$ cat config.mk
export PLATFORM = sky130hd
export DESIGN_NAME = fbuf_ctrl_regs
export DESIGN_NICKNAME = d
export VERILOG_FILES = /design/src/rtl/fbc_pkg.sv /design/src/rtl/fbc_event_counter.sv /design/src/rtl/fbc_sticky_flag.sv /design/src/rtl/fbc_frame_slot.sv /design/src/rtl/fbuf_ctrl_regs.sv
export SDC_FILE = /design/constraint.sdc
export NUM_CORES = 1
export LEC_CHECK = 0
export ABC_AREA = 1
export BUFFER_PORTS_ARGS = -buffer_cell sky130_fd_sc_hd__buf_2
export CORE_ASPECT_RATIO = 1.2
export CORE_MARGIN = 4
export CORE_UTILIZATION = 48
export CTS_CLUSTER_SIZE = 8
export DETAILED_ROUTE_END_ITERATION = 10
export GPL_TIMING_DRIVEN = 0
export MAX_ROUTING_LAYER = met4
export PLACE_DENSITY = 0.78
export SLEW_MARGIN = 10
export SYNTH_ARGS = -nofsm -noshare
export SYNTH_HDL_FRONTEND = slang
export SYNTH_SLANG_ARGS = --single-unit
$ cat constraint.sdc
create_clock -name clk -period 1.5 [get_ports clk]
set_input_delay 0.075 -clock clk [delete_from_list [all_inputs] [get_ports clk]]
set_output_delay 0.075 -clock clk [all_outputs]
set_load 0.005 [all_outputs]
$ cat src/rtl/fbc_pkg.sv
package fbc_pkg;

  localparam int FLD_DIM_W = 13;
  localparam int FLD_IL_W  = 4;
  localparam int DELAY_W   = 12;
  localparam int FIELDS_W  = FLD_IL_W + 2 * FLD_DIM_W;

  localparam int OFS_CTRL  = 0;
  localparam int OFS_STAT  = 1;
  localparam int OFS_IRQ   = 2;
  localparam int OFS_FCNT  = 3;
  localparam int OFS_LCNT  = 4;
  localparam int OFS_INFO  = 5;
  localparam int OFS_ADDR  = 6;
  localparam int OFS_CAPS  = 7;
  localparam int OFS_MISC  = 8;

  function automatic logic [31:0] pack_info(input logic avail,
                                            input logic [FIELDS_W-1:0] fields);
    return {avail, 1'b0, fields};
  endfunction

  function automatic logic [31:0] pack_caps(input logic ready,
                                            input logic [FLD_DIM_W-1:0] w,
                                            input logic [FLD_DIM_W-1:0] h);
    return {5'b0, ready, w, h};
  endfunction

  function automatic logic [31:0] pack_misc(input logic aff,
                                            input logic [DELAY_W-1:0] dly);
    return {4'b0, dly, 14'b0, aff, 1'b0};
  endfunction

  function automatic logic [DELAY_W-1:0] norm_delay(input logic [DELAY_W-1:0] d);
    return (d == '0) ? DELAY_W'(1) : d;
  endfunction

endpackage

$ cat src/rtl/fbc_event_counter.sv
module fbc_event_counter #(
  parameter int CNT_W = 32
) (
  input  logic             clk,
  input  logic             rst_n,
  input  logic             inc_i,
  output logic [CNT_W-1:0] count_o
);
  always_ff @(posedge clk or negedge rst_n) begin
    if (!rst_n)     count_o <= '0;
    else if (inc_i) count_o <= count_o + CNT_W'(1);
  end
endmodule

$ cat src/rtl/fbc_sticky_flag.sv
module fbc_sticky_flag (
  input  logic clk,
  input  logic rst_n,
  input  logic set_i,
  input  logic clr_i,
  output logic flag_o
);
  always_ff @(posedge clk or negedge rst_n) begin
    if (!rst_n) flag_o <= 1'b0;
    else        flag_o <= set_i | (flag_o & ~clr_i);
  end
endmodule

$ cat src/rtl/fbc_frame_slot.sv
module fbc_frame_slot
  import fbc_pkg::*;
#(
  parameter bit IS_READER = 1'b0
) (
  input  logic                clk,
  input  logic                rst_n,
  input  logic                cap_i,
  input  logic                ack_i,
  input  logic [FIELDS_W-1:0] cap_fields_i,
  input  logic [31:0]         cap_addr_i,
  input  logic                sw_info_we_i,
  input  logic                sw_addr_we_i,
  input  logic [31:0]         sw_wdata_i,
  output logic                accept_o,
  output logic                avail_o,
  output logic [FIELDS_W-1:0] fields_o,
  output logic [31:0]         addr_o
);
  generate
    if (IS_READER) begin : g_reader
      assign accept_o = 1'b0;
      assign avail_o  = 1'b0;
      always_ff @(posedge clk or negedge rst_n) begin
        if (!rst_n) begin
          fields_o <= '0;
          addr_o   <= '0;
        end else begin
          if (sw_info_we_i) fields_o <= sw_wdata_i[FIELDS_W-1:0];
          if (sw_addr_we_i) addr_o   <= sw_wdata_i;
        end
      end
    end else begin : g_writer
      logic avail_q;
      assign accept_o = cap_i & (~avail_q | ack_i);
      assign avail_o  = avail_q;
      always_ff @(posedge clk or negedge rst_n) begin
        if (!rst_n) begin
          avail_q  <= 1'b0;
          fields_o <= '0;
          addr_o   <= '0;
        end else begin
          avail_q <= accept_o | (avail_q & ~ack_i);
          if (accept_o) begin
            fields_o <= cap_fields_i;
            addr_o   <= cap_addr_i;
          end
        end
      end
    end
  endgenerate
endmodule

$ cat src/rtl/fbuf_ctrl_regs.sv
module fbuf_ctrl_regs
  import fbc_pkg::*;
#(
  parameter bit IS_READER = 1'b0,
  parameter bit RUN_CTRL  = 1'b1,
  parameter int ADDR_W    = 4,
  parameter int CNT_W     = 32,
  parameter int MAX_W     = 1920,
  parameter int MAX_H     = 1080
) (
  input  logic                 clk,
  input  logic                 rst_n,
  input  logic [ADDR_W-1:0]    bus_addr,
  input  logic                 bus_wr,
  input  logic                 bus_rd,
  input  logic [31:0]          bus_wdata,
  output logic [31:0]          bus_rdata,
  input  logic                 evt_stored,
  input  logic                 evt_fetched,
  input  logic                 evt_dropped,
  input  logic                 evt_repeated,
  input  logic                 dp_busy,
  input  logic [FLD_IL_W-1:0]  cap_ilace,
  input  logic [FLD_DIM_W-1:0] cap_width,
  input  logic [FLD_DIM_W-1:0] cap_height,
  input  logic [31:0]          cap_addr,
  input  logic                 rd_ready,
  output logic                 go_o,
  output logic                 irq_o,
  output logic                 ack_o,
  output logic                 frame_avail_o,
  output logic [31:0]          frame_word_o,
  output logic [31:0]          frame_addr_o,
  output logic                 affinity_o,
  output logic [DELAY_W-1:0]   delay_o
);
  localparam logic [ADDR_W-1:0] AD_CTRL = ADDR_W'(OFS_CTRL);
  localparam logic [ADDR_W-1:0] AD_STAT = ADDR_W'(OFS_STAT);
  localparam logic [ADDR_W-1:0] AD_IRQ  = ADDR_W'(OFS_IRQ);
  localparam logic [ADDR_W-1:0] AD_FCNT = ADDR_W'(OFS_FCNT);
  localparam logic [ADDR_W-1:0] AD_LCNT = ADDR_W'(OFS_LCNT);
  localparam logic [ADDR_W-1:0] AD_INFO = ADDR_W'(OFS_INFO);
  localparam logic [ADDR_W-1:0] AD_ADDR = ADDR_W'(OFS_ADDR);
  localparam logic [ADDR_W-1:0] AD_CAPS = ADDR_W'(OFS_CAPS);
  localparam logic [ADDR_W-1:0] AD_MISC = ADDR_W'(OFS_MISC);
  localparam logic [FLD_DIM_W-1:0] CAP_W = FLD_DIM_W'(MAX_W);
  localparam logic [FLD_DIM_W-1:0] CAP_H = FLD_DIM_W'(MAX_H);

  // Named internal events for the checker
  logic wr_ctrl, wr_irq, wr_info, wr_addr, wr_misc;
  logic irq_set, irq_clr, ack_fire, frm_inc, loss_inc, cap_accept;
  logic role_rd;
  logic [CNT_W-1:0] frame_cnt, loss_cnt;
  logic [31:0] fcnt_word, lcnt_word, rd_word;
  logic [FIELDS_W-1:0] slot_fields;
  logic go_q, aff_q, ack_q;
  logic [DELAY_W-1:0] dly_q;

  assign role_rd = IS_READER;

  assign wr_ctrl = bus_wr && (bus_addr == AD_CTRL);
  assign wr_irq  = bus_wr && (bus_addr == AD_IRQ);
  assign wr_info = bus_wr && (bus_addr == AD_INFO);
  assign wr_addr = bus_wr && (bus_addr == AD_ADDR);
  assign wr_misc = bus_wr && (bus_addr == AD_MISC);

  assign irq_clr = wr_irq && bus_wdata[0];

  generate
    if (IS_READER) begin : g_rd_events
      assign irq_set  = evt_fetched;
      assign frm_inc  = evt_fetched;
      assign loss_inc = evt_repeated;
      assign ack_fire = 1'b0;
    end else begin : g_wr_events
      assign irq_set  = evt_stored;
      assign frm_inc  = evt_stored;
      assign loss_inc = evt_dropped;
      assign ack_fire = wr_misc && bus_wdata[0];
    end
  endgenerate

  fbc_event_counter #(.CNT_W(CNT_W)) u_frame_cnt (
    .clk(clk), .rst_n(rst_n), .inc_i(frm_inc), .count_o(frame_cnt)
  );

  fbc_event_counter #(.CNT_W(CNT_W)) u_loss_cnt (
    .clk(clk), .rst_n(rst_n), .inc_i(loss_inc), .count_o(loss_cnt)
  );

  fbc_sticky_flag u_irq (
    .clk(clk), .rst_n(rst_n), .set_i(irq_set), .clr_i(irq_clr), .flag_o(irq_o)
  );

  fbc_frame_slot #(.IS_READER(IS_READER)) u_slot (
    .clk          (clk),
    .rst_n        (rst_n),
    .cap_i        (evt_stored),
    .ack_i        (ack_fire),
    .cap_fields_i ({cap_ilace, cap_width, cap_height}),
    .cap_addr_i   (cap_addr),
    .sw_info_we_i (wr_info),
    .sw_addr_we_i (wr_addr),
    .sw_wdata_i   (bus_wdata),
    .accept_o     (cap_accept),
    .avail_o      (frame_avail_o),
    .fields_o     (slot_fields),
    .addr_o       (frame_addr_o)
  );

  assign fcnt_word    = 32'(frame_cnt);
  assign lcnt_word    = 32'(loss_cnt);
  assign frame_word_o = pack_info(frame_avail_o, slot_fields);

  always_ff @(posedge clk or negedge rst_n) begin
    if (!rst_n) begin
      go_q  <= ~RUN_CTRL;
      aff_q <= 1'b0;
      dly_q <= DELAY_W'(1);
      ack_q <= 1'b0;
    end else begin
      if (wr_ctrl) go_q <= bus_wdata[0];
      if (wr_misc) begin
        aff_q <= bus_wdata[1];
        dly_q <= norm_delay(bus_wdata[16 +: DELAY_W]);
      end
      ack_q <= ack_fire;
    end
  end

  assign go_o       = go_q;
  assign ack_o      = ack_q;
  assign affinity_o = aff_q;
  assign delay_o    = dly_q;

  always_comb begin
    rd_word = '0;
    case (bus_addr)
      AD_CTRL: rd_word = {31'b0, go_q};
      AD_STAT: rd_word = {31'b0, dp_busy};
      AD_IRQ:  rd_word = {31'b0, irq_o};
      AD_FCNT: rd_word = fcnt_word;
      AD_LCNT: rd_word = lcnt_word;
      AD_INFO: rd_word = frame_word_o;
      AD_ADDR: rd_word = frame_addr_o;
      AD_CAPS: rd_word = IS_READER ? pack_caps(rd_ready, CAP_W, CAP_H) : 32'b0;
      AD_MISC: rd_word = pack_misc(aff_q, dly_q);
      default: rd_word = '0;
    endcase
  end

  always_ff @(posedge clk or negedge rst_n) begin
    if (!rst_n)      bus_rdata <= '0;
    else if (bus_rd) bus_rdata <= rd_word;
  end

endmodule

# Word-level counts from Yosys, hierarchy flattened

Index checks and enable logic that the tools add are counted.

Bits in registers: 175
Latch bits: 0
RAM bits: 0
Memory bits (read-only): 0
Input port bits: 108
Memories kept: 0

Add/sub/neg operators: 2
$mul: 0
Div/mod/pow operators: 0
$lt $le $gt $ge: 0
Equal/unequal tests: 7
Shifts and indexed selects: 0
Mux-type cells: 2
Bitwise operators: 9
Reduce and logical (&&, ||, !) cells: 7

Operators with widths:

| cell                    | number |
|---|---|
| $pmux W32 S8            | 1 |
| $add A32 B1 Y32 const B | 2 |
| $eq A4 B3 Y1 const B    | 3 |
| $logic_not A12 Y1       | 1 |
| $mux W12                | 1 |
| $eq A4 B2 Y1 const B    | 2 |
| $logic_and A1 B1 Y1     | 5 |
| $eq A4 B1 Y1 const B    | 1 |
| $eq A4 B4 Y1 const B    | 1 |
| $logic_not A4 Y1        | 1 |
| $and A1 B1 Y1           | 3 |
| $not A1 Y1              | 3 |
| $or A1 B1 Y1            | 3 |

# Depth between registers and ports, before layout

Word-level depth: 6
Mapped depth: 10
Mapped depth without buffers: 9

# Cells and area by module

Synthesis repeated with hierarchy kept, for this count alone.

Cells, all modules: 1234
Area total of the unflattened synthesis: 9180.1 µm²

Modules (own cells, without submodules):

| module            | times used | cells each | area an instance (µm²) |
|---|---|---|---|
| fbc_event_counter | 2          | 229        | 1761.7 |
| fbuf_ctrl_regs    | 1          | 497        | 3091.7 |
| fbc_frame_slot    | 1          | 274        | 2524.9 |
| fbc_sticky_flag   | 1          | 5          | 40.0 |

# Least setup slack after synthesis

Ideal clock, no wire load.

Kind: register to register
Start point: register u_frame_cnt.count_o[1]
End point: register u_frame_cnt.count_o[20]
Library setup time: 124 ps
Arrival time: 1415 ps
Setup slack: -38 ps
Stages on the path, launching flop included: 8
Path through: dfrtp_1 -> ha_1 -> inv_1 -> nor2_1 -> nand3_1 -> nor2_1 -> nand2_1 -> xor2_1

Longest elaborated chain between the ends: 1

RTL lines:

| item                   | RTL line                | source |
|---|---|---|
| from (decl)            | fbc_event_counter.sv:7  | `output logic [CNT_W-1:0] count_o` |
| from (signal assigned) | fbc_event_counter.sv:11 | `else if (inc_i) count_o <= count_o + CNT_W'(1);` |
| $add A32 B1 Y32        | fbc_event_counter.sv:11 |  |

Every way passes these cells.
A chain may end at the register's enable or synchronous reset.

# Worst setup path in the final report

Start point: register u_loss_cnt.count_o[0]
End point: register u_loss_cnt.count_o[26]

Longest elaborated chain between the ends: 1

RTL lines:

| item                   | RTL line |
|---|---|
| from (decl)            | fbc_event_counter.sv:7 |
| from (signal assigned) | fbc_event_counter.sv:11 |
| $add A32 B1 Y32        | fbc_event_counter.sv:11 |

Every way passes these cells.

==> results by group <==
Final layout
  • Net count, final: 1,601
  • # diodes: 0
  • Layout cell share with drive strength beyond 1: 23.94%
  • Area growth, synth to finish: 36.91%
  • Fillcell total: 1,360
  • Reg area: 4392 um2
  • Area of the multi-input gates: 4053 um2
  • Post-route cell area: 11,940 um2

Detailed routing
  • DRT iter0 DRCs: 1,040
  • Final WL: 30,190 um
  • DRC viols: 0
  • Via-to-Cell Ratio: 5.372
  • Total vias in the final route: 9,262
  • WL/cell: 17.51 um
  • Post-DRT Antenna Nets: 0
  • First-pass iteration count of the detailed router: 6

Global route
  • Largest net degree at the start of global routing: 102
  • Congestion Overflow GR: 0
  • Initial antenna violation count: 0
  • First-pass GRT wire length: 47,180 um
  • Gr usage total: 30.75%
  • Number of global-route vias before repair: 9,091

STA
  • Highest Clock Rate: 643.5 MHz
  • Final Hold Vio Count: 0
  • Worst setup margin: -0.05404 ns
  • Final Max Slew Viols: 0
  • Skew final: 0.005915 ns
  • Setup-failing EPs final: 9
  • Worst-Margin Slew: 0.7954 ns
  • RSZ-0062 raised after global routing: true
  • Fin crit period: 1.554 ns
  • Crit share post-route: 103.6%
  • Rel. slew slack: 46.97%

Floorplan
  • Initial core utilization: 49.24%
  • Die ar.: 20,390 um2
  • Die X: 131.0 um
  • Core area: 17,710 um2
  • Row count: 53
  • IO Pins: 221
  • Die height: 155.6 um

Setup path
  • Startpoint Class: flip-flop
  • Arrival time at the worst endpoint: 1.89 ns
  • Slowest cell on crit path: dfrtp_1
  • Crit Path Max Fanout: 5
  • Crit-path cells: ha_2, nand3_4, nor2_4, nand3_4, nor2_4, nand3_2, nand2_1, inv_1
  • Worst EP required: 1.84 ns
  • CP peak stage delay: 0.38 ns
  • CP Capture Type: flip-flop
  • WS Path Type: reg2reg

Clocking
  • Total CTS buffers: 17
  • Worst-path clk slew: 0.06 ns
  • Sink Count: 175
  • H-tree Lvls: 4
  • TritonCTS clock tree: done
  • Clock latency at the later pin of the worst-skew pair: 0.44 ns
  • Clock tree buffer depth: 2
  • Clk Tree Root Cell: clkbuf_16

Worst hold path
  • Hold/Removal Path Class: in2reg

Synthesis
  • Mean post-synth cell area: 7.477 um2
  • Synth unique cells: 32
  • Mapped Area: 8718 um2
  • Asr flop ratio synth: 100.0%
  • Area contributors post-synth: dfrtp_1 50%, nand2_1 20%, nand3_1 6.3%, inv_1 5.1%, nor2_1 4.3%
  • Main synth FF type: dfrtp_1
  • #FFs+latches synth: 175
  • Post-synthesis sequential area ratio: 50.24%
  • Mapped Cells: 1,166
  • Synthesized Nets: 1,276
  • Synth top area share: 49.94%
  • Number of synthesized flops with an enable pin: 0
  • YS warnings: 0
  • Biggest area consumer among synthesized cells: dfrtp_1

Power and ir drop
  • Worst VDD drop: 877.2 uV
  • Reported leakage power: 6.244 nW
  • Total power: 13.42 mW
  • Power Dens Cells: 1124 nW/um2

Place
  • # port buffers: 197
  • GPL Wtd Cong: 0.9461
  • Detail Placement HPWL: 20,540 um
  • DP Area: 10,020 um2

Outcome
  • Failing checks: setup timing
  • Outcome: complete, but fails checks

Run
  • Max-cap viol count: 0
## flip-flops by register name, indices dropped and copies added (netlist names), 12 cells and up
register	cells
u_loss_cnt.count_o	32
delay_o	12
u_frame_cnt.count_o	32
u_slot.fields_o	30
bus_rdata	32
u_slot.addr_o	32
## worst max-delay path: cells and delay by family (launching register included)
kind | cells | cell delay (ns)
flops | 1 | 0.38
fa+ha+maj | 1 | 0.23
buf+inv | 1 | 0.03
simple gates | 6 | 0.81
## kinds of logic after synthesis
group                      after synthesis  synth area share [%]
other                                    1               0.04301
AOI/OAI and AO/OA                       68                 4.119
buffers and inverters                  159                 7.175
muxes                                    1                0.1292
and+or+nand+nor                        723                 34.29
xor gates and xnor gates                37                 3.717
DFF                                    175                 50.24
adders and majority gates                2                0.2870
## area by class of cell
| cell class | instances | share of cell area [%] |
|---|---|---|
| Tap cell | 220 | 2.306 |
| Clock inverter | 9 | 0.5031 |
| Multi-Input combinational cell | 832 | 33.95 |
| Buffer | 40 | 1.530 |
| Clock buffer | 23 | 4.088 |
| Inverter | 119 | 3.742 |
| Timing Repair Buffer | 306 | 17.09 |
| Sequential cell | 175 | 36.79 |
## layout by cell type (no fill, tap or decap), types with 4 or more instances in the layout
master	n
o21ai_0	54
xnor2_1	13
nand4_1	37
nor2_1	67
dfrtp_2	9
nand2_2	7
nor3_2	4
buf_4	29
clkbuf_16	17
inv_1	115
clkbuf_1	19
xor2_1	21
clkinv_2	5
nor2_2	17
dfrtp_1	165
nand3_2	7
clkbuf_8	4
dlygate4sd3_1	79
nor3_1	8
clkbuf_2	4
nor2_4	17
nand2_1	448
nand3_4	4
buf_2	212
nand3_1	100
a21oi_1	10
## metal layers
layer | GRT usage, % | share of wire, % | routed length, um
met5 | - | 0 | 0
met3 | 5.822 | 8.8 | 2668
met1 | 39.10 | 39 | 11630
met2 | 48.23 | 49 | 14710
met4 | 12.79 | 3.9 | 1183
## metrics by stage
step | cells | setup WS (ns) | hold WS, ns | util (%) | setup TNS, ns
5_1_grt | 1724 | -0.1606 | 0.03640 | 67.42 | -1.922
4_1_cts | 1703 | -0.01195 | 0.01072 | 65.24 | -0.03140
2_1_floorplan | 1166 | 0.03798 | -0.2206 | - | 0
6_report | 1724 | -0.05404 | 0.01571 | 67.42 | -0.3017
3_5_place_dp | 1584 | -0.4422 | 0.08575 | 56.60 | -37.29
3_3_place_gp | 1583 | -2.366 | 0.3078 | 56.39 | -447.16
## cell usage after synthesis (2+ instances only)
cell	n
ha_1	2
nand4_1	37
buf_2	16
nand2_1	456
o21ai_0	54
dfrtp_1	174
xor2_1	22
xnor2_1	15
nor2_1	99
a21oi_1	10
nor3_1	14
buf_4	2
clkbuf_1	20
inv_1	118
nand3_1	110
## where the power goes
part | internal, mW | switching (mW)
Combinational | 1.35 | 1.57
Sequential | 5.52 | 0.813
Clock | 2.29 | 1.88
## worst paths after layout
| path | cells past startpoint | startpoint | slack, ns | endpoint |
|---|---|---|---|---|
| min in group asynchronous | 2 | rst_n | 0.19 | u_slot.fields_o[13]$_DFFE_PN0P_ |
| max in group asynchronous | 3 | rst_n | 0.40 | u_loss_cnt.count_o[20]$_DFFE_PN0P_ |
| min reg2reg | 2 | bus_rdata[15]$_DFFE_PN0P_ | 0.48 | bus_rdata[15]$_DFFE_PN0P_ |
| max | 8 | u_loss_cnt.count_o[0]$_DFFE_PN0P_ | -0.05 | u_loss_cnt.count_o[26]$_DFFE_PN0P_ |
| max reg2reg | 8 | u_loss_cnt.count_o[0]$_DFFE_PN0P_ | -0.05 | u_loss_cnt.count_o[26]$_DFFE_PN0P_ |
| min | 3 | bus_wr | 0.02 | go_o$_DFFE_PN0P_ |
## timing repair
item	in CTS	in global routing
buffers inserted	8	21
pin swaps	5	25
hold buffers	79	0
setup endpoints to repair	78	80
resized for setup	35	67
endpoints found under the hold margin	153	0
Power figures use the tool's default switching activity.
